## src/rtl/pt_walker_pkg.sv

```systemverilog
package pt_walker_pkg;

  typedef enum logic [1:0] {
    CAUSE_NONE   = 2'd0,
    CAUSE_ABSENT = 2'd1,
    CAUSE_PROT   = 2'd2
  } fault_cause_e;

  typedef enum logic [2:0] {
    ST_IDLE,
    ST_READ,
    ST_WAIT,
    ST_CHECK,
    ST_WB,
    ST_RESULT
  } walk_state_e;

  // Entry flag positions
  localparam int unsigned BIT_REF   = 0;
  localparam int unsigned BIT_DIRTY = 1;
  localparam int unsigned BIT_PRES  = 2;
  localparam int unsigned BIT_WPERM = 3;
  localparam int unsigned PPN_LSB   = 4;

endpackage

```

## src/rtl/pw_addr_gen.sv

```systemverilog
module pw_addr_gen #(
  parameter int unsigned PA_W  = 16,
  parameter int unsigned VPN_W = 6,
  parameter int unsigned PTE_W = 16
) (
  input  logic [PA_W-1:0]  base_i,
  input  logic [VPN_W-1:0] vpn_i,
  output logic [PA_W-1:0]  addr_o
);
  localparam int unsigned ENTRY_BYTES = PTE_W / 8;
  localparam int unsigned SHIFT       = $clog2(ENTRY_BYTES);

  logic [PA_W-1:0] vpn_ext;

  always_comb begin
    vpn_ext = PA_W'(vpn_i);
    addr_o  = base_i + (vpn_ext << SHIFT);
  end
endmodule

```

## src/rtl/pw_pte_check.sv

```systemverilog
module pw_pte_check
  import pt_walker_pkg::*;
#(
  parameter int unsigned PTE_W = 16,
  parameter int unsigned PPN_W = 8
) (
  input  logic [PTE_W-1:0] pte_i,
  input  logic             is_write_i,
  output logic             fault_o,
  output logic [1:0]       cause_o,
  output logic [PPN_W-1:0] ppn_o,
  output logic [PTE_W-1:0] new_pte_o,
  output logic             need_wb_o
);
  logic present, writable;

  always_comb begin
    present   = pte_i[BIT_PRES];
    writable  = pte_i[BIT_WPERM];
    fault_o   = 1'b0;
    cause_o   = CAUSE_NONE;
    if (!present) begin
      fault_o = 1'b1;
      cause_o = CAUSE_ABSENT;
    end else if (is_write_i && !writable) begin
      fault_o = 1'b1;
      cause_o = CAUSE_PROT;
    end
    ppn_o = fault_o ? '0 : pte_i[PPN_LSB +: PPN_W];

    new_pte_o = pte_i;
    new_pte_o[BIT_REF] = 1'b1;
    if (is_write_i) new_pte_o[BIT_DIRTY] = 1'b1;
    need_wb_o = !fault_o && (new_pte_o != pte_i);
  end
endmodule

```

## src/rtl/pw_ctrl.sv

```systemverilog
module pw_ctrl
  import pt_walker_pkg::*;
(
  input  logic clk,
  input  logic rst_n,
  input  logic miss_fire_i,
  input  logic mreq_fire_i,
  input  logic mrsp_fire_i,
  input  logic res_fire_i,
  input  logic fault_i,
  input  logic need_wb_i,
  output logic in_idle_o,
  output logic in_read_o,
  output logic in_wait_o,
  output logic in_check_o,
  output logic in_wb_o,
  output logic in_result_o
);
  walk_state_e state_q, state_d;

  always_comb begin
    state_d = state_q;
    unique case (state_q)
      ST_IDLE:   if (miss_fire_i) state_d = ST_READ;
      ST_READ:   if (mreq_fire_i) state_d = ST_WAIT;
      ST_WAIT:   if (mrsp_fire_i) state_d = ST_CHECK;
      ST_CHECK:  state_d = (!fault_i && need_wb_i) ? ST_WB : ST_RESULT;
      ST_WB:     if (mreq_fire_i) state_d = ST_RESULT;
      ST_RESULT: if (res_fire_i)  state_d = ST_IDLE;
      default:   state_d = ST_IDLE;
    endcase
  end

  always_ff @(posedge clk or negedge rst_n) begin
    if (!rst_n) state_q <= ST_IDLE;
    else        state_q <= state_d;
  end

  assign in_idle_o   = (state_q == ST_IDLE);
  assign in_read_o   = (state_q == ST_READ);
  assign in_wait_o   = (state_q == ST_WAIT);
  assign in_check_o  = (state_q == ST_CHECK);
  assign in_wb_o     = (state_q == ST_WB);
  assign in_result_o = (state_q == ST_RESULT);
endmodule

```

## src/rtl/pt_walker.sv

```systemverilog
module pt_walker
  import pt_walker_pkg::*;
#(
  parameter int unsigned PA_W  = 16,
  parameter int unsigned VPN_W = 6,
  parameter int unsigned PPN_W = 8,
  parameter int unsigned PTE_W = 16
) (
  input  logic             clk,
  input  logic             rst_n,
  input  logic [PA_W-1:0]  ptbr_i,
  input  logic             miss_valid_i,
  output logic             miss_ready_o,
  input  logic [VPN_W-1:0] miss_vpn_i,
  input  logic             miss_write_i,
  output logic             mem_req_valid_o,
  input  logic             mem_req_ready_i,
  output logic             mem_req_we_o,
  output logic [PA_W-1:0]  mem_req_addr_o,
  output logic [PTE_W-1:0] mem_req_wdata_o,
  input  logic             mem_rsp_valid_i,
  output logic             mem_rsp_ready_o,
  input  logic [PTE_W-1:0] mem_rsp_data_i,
  output logic             res_valid_o,
  input  logic             res_ready_i,
  output logic             res_fault_o,
  output logic [1:0]       res_cause_o,
  output logic [VPN_W-1:0] res_vpn_o,
  output logic [PPN_W-1:0] res_ppn_o
);
  logic             in_idle, in_read, in_wait, in_check, in_wb, in_result;
  logic             miss_fire, mreq_fire, mrsp_fire, res_fire;
  logic [VPN_W-1:0] vpn_q;
  logic             write_q;
  logic [PA_W-1:0]  addr_q, addr_d;
  logic [PTE_W-1:0] pte_q;
  logic             chk_fault, chk_wb;
  logic [1:0]       chk_cause;
  logic [PPN_W-1:0] chk_ppn;
  logic [PTE_W-1:0] chk_new;

  assign miss_fire = miss_valid_i && miss_ready_o;
  assign mreq_fire = mem_req_valid_o && mem_req_ready_i;
  assign mrsp_fire = mem_rsp_valid_i && mem_rsp_ready_o;
  assign res_fire  = res_valid_o && res_ready_i;

  pw_addr_gen #(.PA_W(PA_W), .VPN_W(VPN_W), .PTE_W(PTE_W)) u_addr (
    .base_i (ptbr_i),
    .vpn_i  (miss_vpn_i),
    .addr_o (addr_d)
  );

  pw_pte_check #(.PTE_W(PTE_W), .PPN_W(PPN_W)) u_check (
    .pte_i      (pte_q),
    .is_write_i (write_q),
    .fault_o    (chk_fault),
    .cause_o    (chk_cause),
    .ppn_o      (chk_ppn),
    .new_pte_o  (chk_new),
    .need_wb_o  (chk_wb)
  );

  pw_ctrl u_ctrl (
    .clk         (clk),
    .rst_n       (rst_n),
    .miss_fire_i (miss_fire),
    .mreq_fire_i (mreq_fire),
    .mrsp_fire_i (mrsp_fire),
    .res_fire_i  (res_fire),
    .fault_i     (chk_fault),
    .need_wb_i   (chk_wb),
    .in_idle_o   (in_idle),
    .in_read_o   (in_read),
    .in_wait_o   (in_wait),
    .in_check_o  (in_check),
    .in_wb_o     (in_wb),
    .in_result_o (in_result)
  );

  // Walk context, captured at acceptance
  always_ff @(posedge clk or negedge rst_n) begin
    if (!rst_n) begin
      vpn_q   <= '0;
      write_q <= 1'b0;
      addr_q  <= '0;
    end else if (miss_fire) begin
      vpn_q   <= miss_vpn_i;
      write_q <= miss_write_i;
      addr_q  <= addr_d;
    end
  end

  always_ff @(posedge clk or negedge rst_n) begin
    if (!rst_n)         pte_q <= '0;
    else if (mrsp_fire) pte_q <= mem_rsp_data_i;
  end

  assign miss_ready_o    = in_idle;
  assign mem_req_valid_o = in_read || in_wb;
  assign mem_req_we_o    = in_wb;
  assign mem_req_addr_o  = addr_q;
  assign mem_req_wdata_o = chk_new;
  assign mem_rsp_ready_o = in_wait;

  assign res_valid_o = in_result;
  assign res_fault_o = chk_fault;
  assign res_cause_o = chk_cause;
  assign res_vpn_o   = vpn_q;
  assign res_ppn_o   = chk_ppn;

  logic unused_check;
  assign unused_check = in_check;
endmodule

```

## config.mk

```make
export PLATFORM = sky130hd
export DESIGN_NAME = pt_walker
export DESIGN_NICKNAME = d
export VERILOG_FILES = /design/src/rtl/pt_walker_pkg.sv /design/src/rtl/pw_addr_gen.sv /design/src/rtl/pw_pte_check.sv /design/src/rtl/pw_ctrl.sv /design/src/rtl/pt_walker.sv
export SDC_FILE = /design/constraint.sdc
export NUM_CORES = 1
export LEC_CHECK = 0
export ABC_AREA = 1
export BUFFER_PORTS_ARGS = -buffer_cell sky130_fd_sc_hd__buf_4
export CAP_MARGIN = 5
export CORE_MARGIN = 4
export CORE_UTILIZATION = 30
export DETAILED_ROUTE_END_ITERATION = 6
export HOLD_SLACK_MARGIN = 0.06
export PLACE_DENSITY = 0.61
export SETUP_SLACK_MARGIN = 0.02
export SKIP_LAST_GASP = 1
export SLEW_MARGIN = 40
export SYNTH_ARGS = -nofsm -noshare
export SYNTH_HDL_FRONTEND = slang
export SYNTH_HIERARCHICAL = 1
export SYNTH_SLANG_ARGS = --single-unit
```

## constraint.sdc

```tcl
create_clock -name clk -period 1.87 [get_ports clk]
set_input_delay 0.374 -clock clk [delete_from_list [all_inputs] [get_ports clk]]
set_output_delay 0.374 -clock clk [all_outputs]
set_load 0.005 [all_outputs]
```

======== After elaboration in Yosys (flattened, before gate mapping) ========
Index checks and enable logic that the tools add are counted.
W data, S select, Z words.
cells by class
  reductions and logical operators ........ 12
  mux-type cells .......................... 13
  equality and inequality tests ........... 11
  add/sub/neg operators ................... 1
operator list
  cell                  number
  $pmux W3 S6           1
  $add A16 B7 Y16       1
  $mux W3               5
  $ne A2 B1 Y1 const B  5
  $mux W8               1
  $logic_and A1 B1 Y1   7
  $eq A3 B2 Y1 const B  2
  $eq A3 B3 Y1 const B  2
  $reduce_and A5 Y1     1
  $mux W1               4
  $mux W2               2
  $eq A3 B1 Y1 const B  1
  $logic_not A3 Y1      1
  $logic_not A1 Y1      2
  $ne A2 B2 Y1          1
  $logic_or A1 B1 Y1    1
storage, ports and cells
  input bits .............................. 45
  output and inout port bits .............. 54
  word-level logic and storage cells ...... 42
  flip-flop bits (word level) ............. 42

======== Depth between registers and ports, before layout ========
  depth in word-level cells ............... 9
  mapped depth ............................ 12
  gate-level depth less buffers ........... 11

======== Cells and area by module ========
Netlist, hierarchy kept.
by module, submodules not included
  module        cells an instance  area an instance (µm²)  instances
  pt_walker     177                1567.8                  1
  pw_addr_gen   105                554.3                   1
  pw_ctrl       44                 282.8                   1
  pw_pte_check  42                 230.2                   1

======== Least setup slack after synthesis ========
No wires, ideal clock.
  path type ............................... input-to-reg
  from .................................... input port ptbr_i[1]
  to ...................................... register addr_q[13], in the netlist mem_req_addr_o[13]
  path slack .............................. 185 ps
  buffers on the path ..................... 0
  arrival ................................. 1568 ps
  data required time ...................... 1754 ps
  stages on the path ...................... 11
  path through ............................ ha_1 -> fa_1 -> nand2_1 -> nand2_1 -> and2_4 -> nand2_1 -> nand2_1 -> nand3_1 -> nand2_1 -> nand3_1 -> nand2_1
between the ends
  longest elaborated chain between the ends .. 1
ends and longest elaborated chain
  element               RTL line           source
  from (decl)           pt_walker.sv:11    input logic [PA_W-1:0] ptbr_i,
  $add A16 B7 Y16       pw_addr_gen.sv:17  addr_o = base_i + (vpn_ext << SHIFT);
  via addr_d[13]        pt_walker.sv:35    logic [PA_W-1:0] addr_q, addr_d;
  to (signal assigned)  pt_walker.sv:89    addr_q <= addr_d;
  to (decl)             pt_walker.sv:35
The timed path passes the listed nets, and every way through them passes these cells.
A chain may end at the register's enable or synchronous reset.

======== Worst setup path after layout ========
  from .................................... register u_ctrl.state_q[0]
  to ...................................... output port miss_ready_o
between the ends
  longest elaborated chain between the ends .. 1
ends and longest elaborated chain
  element                 RTL line         source
  from (decl)             pw_ctrl.sv:19    walk_state_e state_q, state_d;
  from (signal assigned)  pw_ctrl.sv:36    else state_q <= state_d;
  $logic_not A3 Y1        pw_ctrl.sv:39    assign in_idle_o = (state_q == ST_IDLE);
  to (decl)               pt_walker.sv:13  output logic miss_ready_o,
No other way between the ends.

==> results.sh <==
export IMPL_start_util=0.3139
export IMPL_final_cells=554
export IMPL_final_antenna_net_count=0
export IMPL_rsz0062_at_grt="no"
export IMPL_total_power_uw=4550
export IMPL_routed_wl_mm=6.892
export IMPL_clk_pin_slew_ns=0.07
export IMPL_start_kind="flip-flop"
export IMPL_grt_pass1_wl_mm=11.39
export IMPL_overflow=0
export IMPL_fill_cells=853
export IMPL_rows=33
export IMPL_route_detailed_drc=0
export IMPL_seqCellArea_um2=1052
export IMPL_layout_setup_ws_ns=0.1712
export IMPL_drt_pass1_iterations=4
export IMPL_syn_num_nets=419
export IMPL_fin_nets=501
export IMPL_period_minus_slack_ns=1.699
export IMPL_fmax_mhz=588.7
export IMPL_p_seq_frac=0.360
export IMPL_crit_required_ns=1.50
export IMPL_ios=99
export IMPL_ir_worst_vdd_mv=0.4233
export IMPL_clock_sinks=42
export IMPL_clockBufferDepth=2
export IMPL_area_growth_synth_to_final_pct=31.38
export IMPL_hold_path_class="in -> async"
export IMPL_grt_pass1_vias=2480
export IMPL_cp_top_family="flip-flops"
export IMPL_core_area_um2=8382
export IMPL_path_cells="nor2_2 -> nand2_1 -> inv_1 -> buf_4"
export IMPL_dieArea_um2=10330
export IMPL_ys_warn_count=6
export IMPL_diodes=0
export IMPL_max_cap_viol_count=0
export IMPL_comb_power_share=0.478
export IMPL_worst_slew_pin_slew_ns=0.5535
export IMPL_die_y_um=101.7
export IMPL_die_x_um=101.7
export IMPL_antenna_found_initial=0
export IMPL_post_cts_buffers=0
export IMPL_cts_tree="built"
export IMPL_crit_type="reg -> out"
export IMPL_vias=2515
export IMPL_final_max_slew_viol_count=0
export IMPL_p_per_area_nw_per_um2=1316
export IMPL_syn_area_um2=2631
export IMPL_endpoint_kind="output pin"
export IMPL_worstPathMaxFanout=8
export IMPL_setup_viol=0
export IMPL_multi_input_area_um2=1222
export IMPL_dpl_hpwl_mm=5.411
export IMPL_drive_gt1_frac=0.2984
export IMPL_cp_num_buf_inv=2
export IMPL_placed_cells=547
export IMPL_finalClockSkew_ns=0.007373
export IMPL_cts_root_buffer="clkbuf_8"
export IMPL_max_stage_delay_ns=0.48
export IMPL_switching_share=0.3767
export IMPL_grt_max_degree=43
export IMPL_p_leak_uw=0.001999
export IMPL_period_share=0.9084
export IMPL_cts_buffers=5
export IMPL_clk_insertion_delay_late_ns=0.29
export IMPL_cp_slowest_cell="dfrtp_2"
export IMPL_portBuffers=97
export IMPL_setup_tns_ns=0
export IMPL_slew_headroom=0.6310
export IMPL_syn_avg_cell_area_um2=7.170
export IMPL_viasPerCell=4.540
export IMPL_drt_iter0_markers=90
export IMPL_place_congestion=0.8520
export IMPL_status="complete, no violations"
export IMPL_wl_per_cell_um=12.44
export IMPL_power_share_clock=0.162
export IMPL_crit_arrival_ns=1.32
export IMPL_p_int_uw=2836
export IMPL_place_ws_ns=-0.05302
export IMPL_synthCells=367
export IMPL_post_route_util=0.4125
export IMPL_h_tree_depth=2
export IMPL_switchingPower_uw=1714
export IMPL_hold_viol=0
export IMPL_groute_usage_overall=0.1353
-- timing repair --
| action | CTS | global route |
|---|---|---|
| setup endpoints to repair | 0 | 1 |
| hold buffers | 0 | 0 |
| gates resized for setup | 0 | 1 |
-- layout by cell type, fill, tap and decap left out --
cell type and instances:
nor2_4 1, clkbuf_8 6, xor2_1 5, nor3_2 2, dfrtp_1 41, nand3b_1 2
nand3_2 1, nand4_1 4, nand2_1 129, nor2_1 20, a21oi_2 1, ha_1 6
nor3_1 2, inv_2 4, or2_1 3, o21ai_0 1, bufinv_16 1, inv_1 40
nand2_4 1, buf_4 103, nand3_1 56, and2_4 1, nand2_2 7, dfrtp_2 1
and2_1 1, a21oi_1 3, nor2_2 5, fa_1 1, conb_1 1
-- flip-flops by register name, indices dropped and copies added (netlist names) --
register and flops:
pte_q 16, res_vpn_o 6, u_ctrl/state_q 3, mem_req_addr_o 16
write_q 1
-- routing by layer --
| layer | global-route usage | part of all wire |
|---|---|---|
| met1 | 0.1694 | 0.45 |
| met2 | 0.2304 | 0.46 |
| met3 | 0.03926 | 0.085 |
| met4 | 0.03170 | 0.0070 |
| met5 | 0 | 0 |
-- through the flow --
stage	hold slack, ns	cell area (um2)
3_5_place_dp	0.4068	3343
2_1_floorplan	0.07841	2631
6_report	0.07247	3457
3_3_place_gp	0.4037	3343
4_1_cts	0.08364	3456
5_1_grt	0.1022	3457
-- area by class of cell --
class	instances	share of cell area
multi-input cells	253	0.3536
inverters	44	0.04777
well taps	105	0.03800
flip-flops and latches	42	0.3044
clock inverters	1	0.008686
repair buffers	103	0.2237
clock buffers	6	0.02389
-- final timing paths --
path                                         start           endpoint  slack (ns)  cells after the start
worst max register to register   u_ctrl/state_q[0]  u_ctrl/state_q[2]        0.39                     10
min in group clk                mem_rsp_data_i[10]          pte_q[10]        0.31                      3
worst max-delay path             u_ctrl/state_q[0]       miss_ready_o        0.17                      4
worst min-delay path                         rst_n           pte_q[8]        0.07                      1
max in group asynchronous                    rst_n  u_ctrl/state_q[0]        1.40                      1
worst min register to register            pte_q[0]           pte_q[0]        0.48                      2
-- power by group through the flow --
stage          combinational (uW)  clock (uW)  sequential [uW]
2_1_floorplan                1330           0             1590
3_3_place_gp                 2190           0             1640
3_5_place_dp                 2230           0             1650
4_1_cts                      2230         762             1640
5_1_grt                      2460         808             1700
6_report                     2180         736             1640
Power figures use the tool's default switching activity.
